## src/rtl/hbdt_pkg.sv

```systemverilog
// Shared types for the half-bridge dead-time pulse generator.
// Assumes nothing beyond IEEE 1800-2017 packages.
package hbdt_pkg;
    // Which half of the switching cycle the sequencer is in
    typedef enum logic {
        HALF_LOW  = 1'b0,
        HALF_HIGH = 1'b1
    } half_e;
endpackage

```

## src/rtl/hbdt_dead_map.sv

```systemverilog
// Maps the dead-time code to a dead time in clocks.
// The lowest code is a shorted setting (floor value) and the highest code is
// an open setting (ceiling value). All other codes are clamped into the
// normal range.
// Assumes DT_MIN..DT_MAX fit in the code width and DT_OPEN fits in DT_W bits.
module hbdt_dead_map #(
    parameter int DTC_W    = 6,
    parameter int DT_W     = 7,
    parameter int DT_SHORT = 5,
    parameter int DT_OPEN  = 100,
    parameter int DT_MIN   = 15,
    parameter int DT_MAX   = 60
) (
    input  logic [DTC_W-1:0] code,
    output logic [DT_W-1:0]  dead_cyc
);
    localparam logic [DTC_W-1:0] CODE_SHORT = '0;
    localparam logic [DTC_W-1:0] CODE_OPEN  = '1;
    localparam logic [DTC_W-1:0] CODE_LO    = DTC_W'(DT_MIN);
    localparam logic [DTC_W-1:0] CODE_HI    = DTC_W'(DT_MAX);
    localparam logic [DT_W-1:0]  V_SHORT    = DT_W'(DT_SHORT);
    localparam logic [DT_W-1:0]  V_OPEN     = DT_W'(DT_OPEN);
    localparam logic [DT_W-1:0]  V_MIN      = DT_W'(DT_MIN);
    localparam logic [DT_W-1:0]  V_MAX      = DT_W'(DT_MAX);

    // Select floor/ceiling for the abnormal codes, clamp the rest
    always_comb begin
        if (code == CODE_SHORT) begin
            dead_cyc = V_SHORT;
        end else if (code == CODE_OPEN) begin
            dead_cyc = V_OPEN;
        end else if (code < CODE_LO) begin
            dead_cyc = V_MIN;
        end else if (code > CODE_HI) begin
            dead_cyc = V_MAX;
        end else begin
            dead_cyc = DT_W'(code);
        end
    end
endmodule

```

## src/rtl/hbdt_skip_latch.sv

```systemverilog
// Two-threshold skip hysteresis.
// The lower flag stops switching and wins if both flags are set. The upper
// flag alone resumes switching. With neither flag set, the state is held.
// Assumes both flags are clean and synchronous to clk.
// Leaves reset in the stopped state.
module hbdt_skip_latch (
    input  logic clk,
    input  logic rst_n,
    input  logic below_lo,
    input  logic above_hi,
    output logic halted
);
    // Hysteresis state: set by the lower flag, cleared by the upper flag
    always_ff @(posedge clk) begin
        if (!rst_n) begin
            halted <= 1'b1;
        end else if (below_lo) begin
            halted <= 1'b1;
        end else if (above_hi) begin
            halted <= 1'b0;
        end
    end
endmodule

```

## src/rtl/hbdt_half_seq.sv

```systemverilog
// Half-cycle sequencer.
// It counts each half of the cycle, latches the half-period and dead time at
// the start of every cycle, and decodes the two gates and the cycle strobe
// from its registers. When run is low it returns to idle, so the next start
// is a fresh low-side half.
// Assumes HP_W >= DT_W and a dead time of at least one clock.
module hbdt_half_seq
    import hbdt_pkg::*;
#(
    parameter int HP_W = 13,
    parameter int DT_W = 7
) (
    input  logic            clk,
    input  logic            rst_n,
    input  logic            run,
    input  logic [HP_W-1:0] half_req,
    input  logic [DT_W-1:0] dead_req,
    output logic            gate_hi,
    output logic            gate_lo,
    output logic            cyc_start
);
    localparam logic [HP_W-1:0] ONE = HP_W'(1);

    logic [HP_W-1:0] dead_ext;
    logic [HP_W-1:0] half_eff;
    logic            active;
    half_e           side;
    logic [HP_W-1:0] cnt;
    logic [HP_W-1:0] half_lat;
    logic [HP_W-1:0] dead_lat;
    logic            at_end;
    logic            past_dead;

    assign dead_ext = HP_W'(dead_req);

    // Stretch a half-period that leaves no on-time to dead time plus one
    always_comb begin
        if (half_req > dead_ext) begin
            half_eff = half_req;
        end else begin
            half_eff = dead_ext + ONE;
        end
    end

    assign at_end    = (cnt == (half_lat - ONE));
    assign past_dead = (cnt >= dead_lat);

    // Cycle/half counter with cycle-boundary loading of period and dead time
    always_ff @(posedge clk) begin
        if (!rst_n) begin
            active   <= 1'b0;
            side     <= HALF_LOW;
            cnt      <= '0;
            half_lat <= '0;
            dead_lat <= '0;
        end else if (!run) begin
            active <= 1'b0;
            side   <= HALF_LOW;
            cnt    <= '0;
        end else if (!active || (side == HALF_HIGH && at_end)) begin
            active   <= 1'b1;
            side     <= HALF_LOW;
            cnt      <= '0;
            half_lat <= half_eff;
            dead_lat <= dead_ext;
        end else if (at_end) begin
            side <= HALF_HIGH;
            cnt  <= '0;
        end else begin
            cnt <= cnt + ONE;
        end
    end

    // Gate and strobe decode from registered state only
    always_comb begin
        gate_lo   = active && (side == HALF_LOW)  && past_dead;
        gate_hi   = active && (side == HALF_HIGH) && past_dead;
        cyc_start = active && (side == HALF_LOW)  && (cnt == '0);
    end
endmodule

```

## src/rtl/halfbridge_deadtime_gen.sv

```systemverilog
// Complementary dead-time gate pulse generator, top level.
// It combines the dead-time code map, the skip hysteresis latch and the
// half-cycle sequencer. Switching runs while run_en is high and the skip
// latch is released.
// Assumes all inputs are synchronous to clk and that one clock is the
// timing resolution of the half-period and the dead time.
module halfbridge_deadtime_gen #(
    parameter int HP_W     = 13,
    parameter int DTC_W    = 6,
    parameter int DT_SHORT = 5,
    parameter int DT_OPEN  = 100,
    parameter int DT_MIN   = 15,
    parameter int DT_MAX   = 60
) (
    input  logic             clk,
    input  logic             rst_n,
    input  logic             run_en,
    input  logic [HP_W-1:0]  half_per,
    input  logic [DTC_W-1:0] dt_code,
    input  logic             ctl_above_hi,
    input  logic             ctl_below_lo,
    output logic             gate_hi,
    output logic             gate_lo,
    output logic             cyc_start
);
    localparam int DT_W = $clog2(DT_OPEN + 1);

    logic [DT_W-1:0] dead_cyc;
    logic            halted;
    logic            run;

    hbdt_dead_map #(
        .DTC_W   (DTC_W),
        .DT_W    (DT_W),
        .DT_SHORT(DT_SHORT),
        .DT_OPEN (DT_OPEN),
        .DT_MIN  (DT_MIN),
        .DT_MAX  (DT_MAX)
    ) u_map (
        .code    (dt_code),
        .dead_cyc(dead_cyc)
    );

    hbdt_skip_latch u_skip (
        .clk     (clk),
        .rst_n   (rst_n),
        .below_lo(ctl_below_lo),
        .above_hi(ctl_above_hi),
        .halted  (halted)
    );

    // Switching is permitted only when enabled and not skipped
    assign run = run_en && !halted;

    hbdt_half_seq #(
        .HP_W(HP_W),
        .DT_W(DT_W)
    ) u_seq (
        .clk      (clk),
        .rst_n    (rst_n),
        .run      (run),
        .half_req (half_per),
        .dead_req (dead_cyc),
        .gate_hi  (gate_hi),
        .gate_lo  (gate_lo),
        .cyc_start(cyc_start)
    );
endmodule

```

## config.mk

```make
export PLATFORM = sky130hd
export DESIGN_NAME = halfbridge_deadtime_gen
export DESIGN_NICKNAME = d
export VERILOG_FILES = /design/src/rtl/hbdt_pkg.sv /design/src/rtl/hbdt_dead_map.sv /design/src/rtl/hbdt_skip_latch.sv /design/src/rtl/hbdt_half_seq.sv /design/src/rtl/halfbridge_deadtime_gen.sv
export SDC_FILE = /design/constraint.sdc
export NUM_CORES = 1
export LEC_CHECK = 0
export BUFFER_PORTS_ARGS = -buffer_cell sky130_fd_sc_hd__buf_2
export CORE_ASPECT_RATIO = 0.8
export CORE_MARGIN = 2
export CORE_UTILIZATION = 46
export CTS_CLUSTER_DIAMETER = 50
export DETAILED_ROUTE_END_ITERATION = 12
export PLACE_DENSITY = 0.64
export SETUP_SLACK_MARGIN = 0.2
export SYNTH_ARGS = -nofsm -noshare
export SYNTH_HDL_FRONTEND = slang
export SYNTH_SLANG_ARGS = --single-unit
export TNS_END_PERCENT = 20
```

## constraint.sdc

```tcl
create_clock -name clk -period 3.63 [get_ports clk]
set_clock_uncertainty 0.15 [all_clocks]
set_input_delay 0.363 -clock clk [delete_from_list [all_inputs] [get_ports clk]]
set_output_delay 0.363 -clock clk [all_outputs]
set_load 0.02 [all_outputs]
```

==> results.sh, run 1 <==
export IMPL_numPortBuffers=26
export IMPL_start_util_pct=48.47
export IMPL_grt_max_degree=22
export IMPL_fmax_mhz=318.8
export IMPL_synthArstFlopShare_pct=0
export IMPL_synth_seq_cells=36
export IMPL_fillCellCount=558
export IMPL_finalHoldViolations=0
export IMPL_tns_ps=0
export IMPL_cts_tree="done"
export IMPL_ys_types=59
export IMPL_wl_met1_mm=3.405
export IMPL_grt_ovfl_total=0
export IMPL_ctsResizeCount=0
export IMPL_vias=2429
export IMPL_synth_edff_count=0
export IMPL_highest_layer="met4"
export IMPL_rows=24
export IMPL_outcome="completed"
export IMPL_drtIter0Drc=138
export IMPL_critPathCaptureType="register"
export IMPL_seq_area_frac_synth_pct=26.77
export IMPL_antenna_found_initial=0
export IMPL_h_tree_depth=2
export IMPL_netlist_instances=327
export IMPL_core_mm2=0.005555
export IMPL_wl_mm=6.275
export IMPL_min_period_over_period_pct=86.42
export IMPL_grt_pass1_wl_mm=10.97
export IMPL_dp_hpwl_mm=4.899
export IMPL_drc=0
export IMPL_syn_nets=369
export IMPL_ir_drop_v=0.0001943
export IMPL_ctsHoldBuffers=0
export IMPL_p_switching_w=0.0002324
export IMPL_vias_per_cell=5.770
export IMPL_worst_endpoint_arrival_ps=3130
export IMPL_worst_slew_pin_slew_ps=748.1
export IMPL_grt_use_total_pct=21.64
export IMPL_hp_class="in -> reg"
export IMPL_pwr_share_clk_pct=34.0
export IMPL_wl_met3_um=306
export IMPL_root_buffer="clkbuf_8"
export IMPL_ant_nets=0
export IMPL_synth_warnings=0
export IMPL_synth_flop_cell="dfxtp_1"
export IMPL_final_cell_mix="dfxtp_1 (36), nor2_1 (26), buf_2 (26)"
export IMPL_critPathKind="reg -> reg"
export IMPL_slew_viol_final=0
export IMPL_finalNetCount=384
export IMPL_die_w_um=89.54
export IMPL_cts_path_max_buffers=2
export IMPL_syn_area_per_cell_um2=8.234
export IMPL_path_max_fanout=10
export IMPL_worst_setup_path_start_kind="register"
export IMPL_pin_count=27
export IMPL_fp_dieH_um=72.43
export IMPL_multiInputGateArea_mm2=0.001757
export IMPL_gp_congestion=0.8659
export IMPL_leakage_nw=1.158
export IMPL_area_delta_synth_final_pct=6.877
export IMPL_combPwrFrac_pct=18.0
export IMPL_cts_setup_buffers=0
export IMPL_seq_area_um2=720.7
export IMPL_worst_ep_required_time_ps=3620
export IMPL_layout_commonest_cell="dfxtp_1"
export IMPL_firstDrtPassIters=4
export IMPL_post_route_min_period_ps=3137
export IMPL_met2_length_mm=2.468
export IMPL_setup_viol=0
export IMPL_clkSinkCount=36
export IMPL_place_area_mm2=0.002781
export IMPL_grt_pass1_vias=2294
export IMPL_grt_setup_unrepaired="false"
export IMPL_slew_headroom_pct=50.13
export IMPL_rrSetupSlack_ps=490
export IMPL_synthesis_area_mm2=0.002693
export IMPL_clock_latency_ps=280
export IMPL_die_area_mm2=0.006485
export IMPL_intPower_w=0.0006231
export IMPL_seq_power_share_pct=48.0
export IMPL_diodes=0
export IMPL_max_cap_violations=0
export IMPL_clkTransAtPathRegs_ps=70
export IMPL_cts_made_buffers=5
export IMPL_detail_route_wl_per_cell_um=14.90
export IMPL_drive_above_1_share_pct=16.03
export IMPL_fin_area_mm2=0.002878
export IMPL_swShare_pct=27.17
export IMPL_powerDensity_mw_per_mm2=297.3
-- state kept, by name, summed over array words and instances (netlist names) --
| name | cells |
|---|---|
| u_seq.dead_lat | 7 |
| u_seq.half_lat | 13 |
| u_seq.side | 1 |
| u_skip.halted | 1 |
| u_seq.active | 1 |
| u_seq.cnt | 13 |
-- logic make-up after synthesis --
kind of cell,Yosys count,synth area share (%)
DFF,36,26.77
xor gates and xnor gates,27,8.783
AOI/OAI and AO/OA,80,21.19
and+or+nand+nor,126,26.26
adders and majority gates,18,8.364
muxes,1,0.4182
buffers and inverters,39,8.225
-- power groups by stage --
stage | registers [W] | clock network (W) | logic, W
2_1_floorplan | 0.000416 | 0 | 0.000117
3_3_place_gp | 0.000420 | 0 | 0.000148
3_5_place_dp | 0.000420 | 0 | 0.000150
4_1_cts | 0.000411 | 0.000300 | 0.000151
5_1_grt | 0.000412 | 0.000321 | 0.000175
6_report | 0.000411 | 0.000291 | 0.000154
-- synthesized netlist by cell type, types with 3 or more instances --
cell type,instances,area share (%)
dfxtp_1,36,27
nor2_1,26,3.6
nand3_1,22,4.1
a21oi_1,20,3.7
inv_1,20,2.8
xor2_1,19,6.2
ha_1,18,8.4
nand2_1,13,1.8
nand4_1,12,2.8
o21ai_0,11,2.0
and3_1,9,2.1
buf_6,9,3.8
nor3_1,8,1.5
xnor2_1,8,2.6
a211oi_1,6,1.7
nor4_1,6,1.4
o21a_1,5,1.4
o31ai_1,5,1.4
a221oi_1,4,1.3
and4_1,4,1.3
buf_2,4,0.74
clkbuf_1,4,0.56
o22ai_1,4,0.93
a31oi_1,3,0.70
nor2b_1,3,0.70
o2111ai_1,3,0.98
o211ai_1,3,0.84
or2_2,3,0.70
-- metrics by stage --
stage | cells | hold slack [ps] | total power, W | utilization [%] | setup WS, ps
3_5_place_dp | 413 | 320.3 | 0.0005698 | 50.07 | 415.5
2_1_floorplan | 327 | 277.9 | 0.0005330 | - | 863.3
3_3_place_gp | 413 | 292.6 | 0.0005681 | 50.07 | 491.7
4_1_cts | 421 | 115.7 | 0.0008614 | 51.69 | 393.6
6_report | 421 | 119.3 | 0.0008555 | 51.80 | 492.8
5_1_grt | 421 | 127.5 | 0.0009067 | 51.80 | 258.7
-- worst paths after layout --
kind | end | start | cells after the start
worst min register to register | u_skip.halted$_SDFFE_PP1P_ | u_skip.halted$_SDFFE_PP1P_ | 1
worst max register to register | u_seq.half_lat[1]$_SDFFE_PN0P_ | u_seq.half_lat[2]$_SDFFE_PN0P_ | 7
worst max-delay path | u_seq.half_lat[1]$_SDFFE_PN0P_ | u_seq.half_lat[2]$_SDFFE_PN0P_ | 7
worst min-delay path | u_skip.halted$_SDFFE_PP1P_ | ctl_below_lo | 2
-- metal layers --
layer / global-route usage [%] / up-vias
met4: 6.136 / 0
met3: 3.641 / 8
li1: - / 1234
met2: 30.23 / 53
met1: 33.75 / 1134
met5: 0 / -
-- worst max-delay path, cell delays in order, from the launching register on --
cell and delay (ps):
dfxtp_1 400, nor4_4 570, and4_4 340, mux2_1 330
a31oi_1 330, o2111ai_2 350, a221oi_1 430, a211oi_1 90
-- area by class of cell --
type	count	area share [%]
timing repair buffer	27	4.783
tap	78	3.391
multi-input combinational	252	61.04
sequential	36	25.04
inverter	20	2.609
clock buffer	8	3.130
Power figures use the tool's default switching activity.
==> run 2, diff against run 1 <==
- MAX_ROUTING_LAYER: not set -> met4
==> run 2 against run 1 <==
Effect of this change: critical path type unchanged; largest power group unchanged; first-iteration DRC count shrank 5.8%; global-route usage up 0.63 points; combinational power is essentially flat; non-clock buffer count is the same; highest routed layer unchanged.
==> results.sh, run 2 (synthesis results as in run 1) <==
export IMPL_fmax_mhz=316.2
export IMPL_worst_ep_required_time_ps=3620
export IMPL_outcome="completed"
export IMPL_post_route_min_period_ps=3162
export IMPL_antenna_found_initial=0
export IMPL_numPortBuffers=26
export IMPL_min_period_over_period_pct=87.12
export IMPL_setup_viol=0
export IMPL_r2r_cells=9
export IMPL_ctsHoldBuffers=0
export IMPL_reg_top3="u_seq.cnt: 13 flops, u_seq.half_lat: 13 flops, u_seq.dead_lat: 7 flops"
export IMPL_grt_max_degree=22
export IMPL_rrSetupSlack_ps=470
export IMPL_diodes=0
export IMPL_layout_commonest_cell="dfxtp_1"
export IMPL_cts_made_buffers=5
export IMPL_path_max_fanout=10
export IMPL_r2r_end="u_seq.half_lat[1]$_SDFFE_PN0P_"
export IMPL_grt_pass1_vias=2295
export IMPL_slew_viol_final=0
export IMPL_hp_class="in -> reg"
export IMPL_grt_ovfl_total=0
export IMPL_die_w_um=89.54
export IMPL_dp_hpwl_mm=4.899
export IMPL_min_path_cells=2
export IMPL_start_util_pct=48.47
export IMPL_grt_pass1_wl_mm=10.96
export IMPL_rows=24
export IMPL_firstDrtPassIters=4
export IMPL_clkSinkCount=36
export IMPL_ir_drop_v=0.0001944
export IMPL_cts_setup_buffers=0
export IMPL_crit_start="u_seq.half_lat[0]$_SDFFE_PN0P_"
export IMPL_core_mm2=0.005555
export IMPL_hold_end="u_skip.halted$_SDFFE_PP1P_"
export IMPL_dpl_cell_count=413
export IMPL_area_delta_synth_final_pct=6.877
export IMPL_grt_use_met2_pct=30.39
export IMPL_leakage_nw=1.158
export IMPL_instances_no_fill=421
export IMPL_worst_setup_path_start_kind="register"
export IMPL_worst_endpoint_arrival_ps=3150
export IMPL_powerDensity_mw_per_mm2=296.8
export IMPL_gp_congestion=0.8799
export IMPL_worstHoldStart="ctl_below_lo"
export IMPL_drive_above_1_share_pct=16.03
export IMPL_fp_dieH_um=72.43
export IMPL_ant_nets=0
export IMPL_detail_route_wl_per_cell_um=14.93
export IMPL_ctsResizeCount=0
export IMPL_cp_cell_sequence="inv_1 > ha_1 > o21ba_2 > a221oi_1 > a41oi_1 > nor4_1 > o2111ai_2 > a221oi_1 > a211oi_1"
export IMPL_pin_count=27
export IMPL_tns_ps=0
export IMPL_r2r_start="u_seq.half_lat[0]$_SDFFE_PN0P_"
export IMPL_critPathKind="reg -> reg"
export IMPL_clkTransAtPathRegs_ps=70
export IMPL_slew_headroom_pct=49.12
export IMPL_critPathMaxStageDelay_ps=480
export IMPL_clock_latency_ps=280
export IMPL_critical_path_slowest_cell="dfxtp_1"
export IMPL_grt_use_total_pct=22.27
export IMPL_critPathCaptureType="register"
export IMPL_wl_mm=6.284
export IMPL_final_cell_mix="dfxtp_1 (36), nor2_1 (26), buf_2 (26)"
export IMPL_vias_per_cell=5.727
export IMPL_drtIter0Drc=130
export IMPL_met3_usage_pct=3.641
export IMPL_max_cap_violations=0
export IMPL_root_buffer="clkbuf_8"
export IMPL_worst_slew_pin_slew_ps=763.2
export IMPL_finalNetCount=384
export IMPL_die_area_mm2=0.006485
export IMPL_h_tree_depth=2
export IMPL_top_usage_layer="met1"
export IMPL_drc=0
export IMPL_vias=2411
export IMPL_use_met1_pct=33.61
export IMPL_critPathMostFrequentCell="a221oi_1"
export IMPL_grt_setup_unrepaired="false"
export IMPL_cts_path_max_buffers=2
export IMPL_cts_tree="done"
export IMPL_finalHoldViolations=0
## run 2: cell counts in the layout (fill, tap and decap cells not counted)
No cell type changed its count.
## run 2: power breakdown
| part | switching (W) | internal (W) |
|---|---|---|
| sequential | 0.00000912 | 0.000402 |
| clock | 0.000135 | 0.000155 |
| combinational | 0.0000873 | 0.0000666 |
| total | 0.000231 | 0.000623 |
## run 2: worst max-delay path by stage
stage                                     end  slack [ps]  cells after the start
2_1_floorplan  u_seq.half_lat[5]$_SDFFE_PN0P_         860                     12
6_report       u_seq.half_lat[1]$_SDFFE_PN0P_         470                      9
3_5_place_dp   u_seq.dead_lat[2]$_SDFFE_PN0P_         420                     10
3_3_place_gp   u_seq.dead_lat[2]$_SDFFE_PN0P_         490                     10
4_1_cts        u_seq.dead_lat[2]$_SDFFE_PN0P_         390                     10
5_1_grt              u_seq.cnt[12]$_SDFF_PP0_         260                      7
## run 2: per-stage QoR
stage	total power (W)	hold WS, ps	worst slack, ps	util [%]	instance area [µm²]
2_1_floorplan	0.0005330	277.9	863.3	-	2693
3_3_place_gp	0.0005681	292.6	491.7	50.07	2781
3_5_place_dp	0.0005698	320.3	415.5	50.07	2781
4_1_cts	0.0008614	115.7	393.6	51.69	2872
5_1_grt	0.0009077	127.5	256.5	51.80	2878
6_report	0.0008542	118.4	467.6	51.80	2878
## run 2: final cells by class
| class | count | area (µm²) |
|---|---|---|
| timing repair buffer | 27 | 137.6 |
| multi-input combinational | 252 | 1757 |
| sequential | 36 | 720.7 |
| fill | 558 | 2678 |
| inverter | 20 | 75.07 |
| clock buffer | 8 | 90.09 |
| tap | 78 | 97.59 |
## run 2: metal layers
layer,part of all wire [%],vias up,wire [µm]
met5,0,-,0
met2,39,53,2466
met1,54,1119,3404
li1,-,1231,-
met3,5.1,8,318
met4,1.5,0,94
## run 2: critical path, delay by kind of cell, from the launching register on
| family | cells | cell delay [ps] |
|---|---|---|
| flops | 1 | 480 |
| fa+ha+maj | 1 | 310 |
| simple gates | 1 | 470 |
| buf+inv | 1 | 80 |
| compound gates | 6 | 1530 |
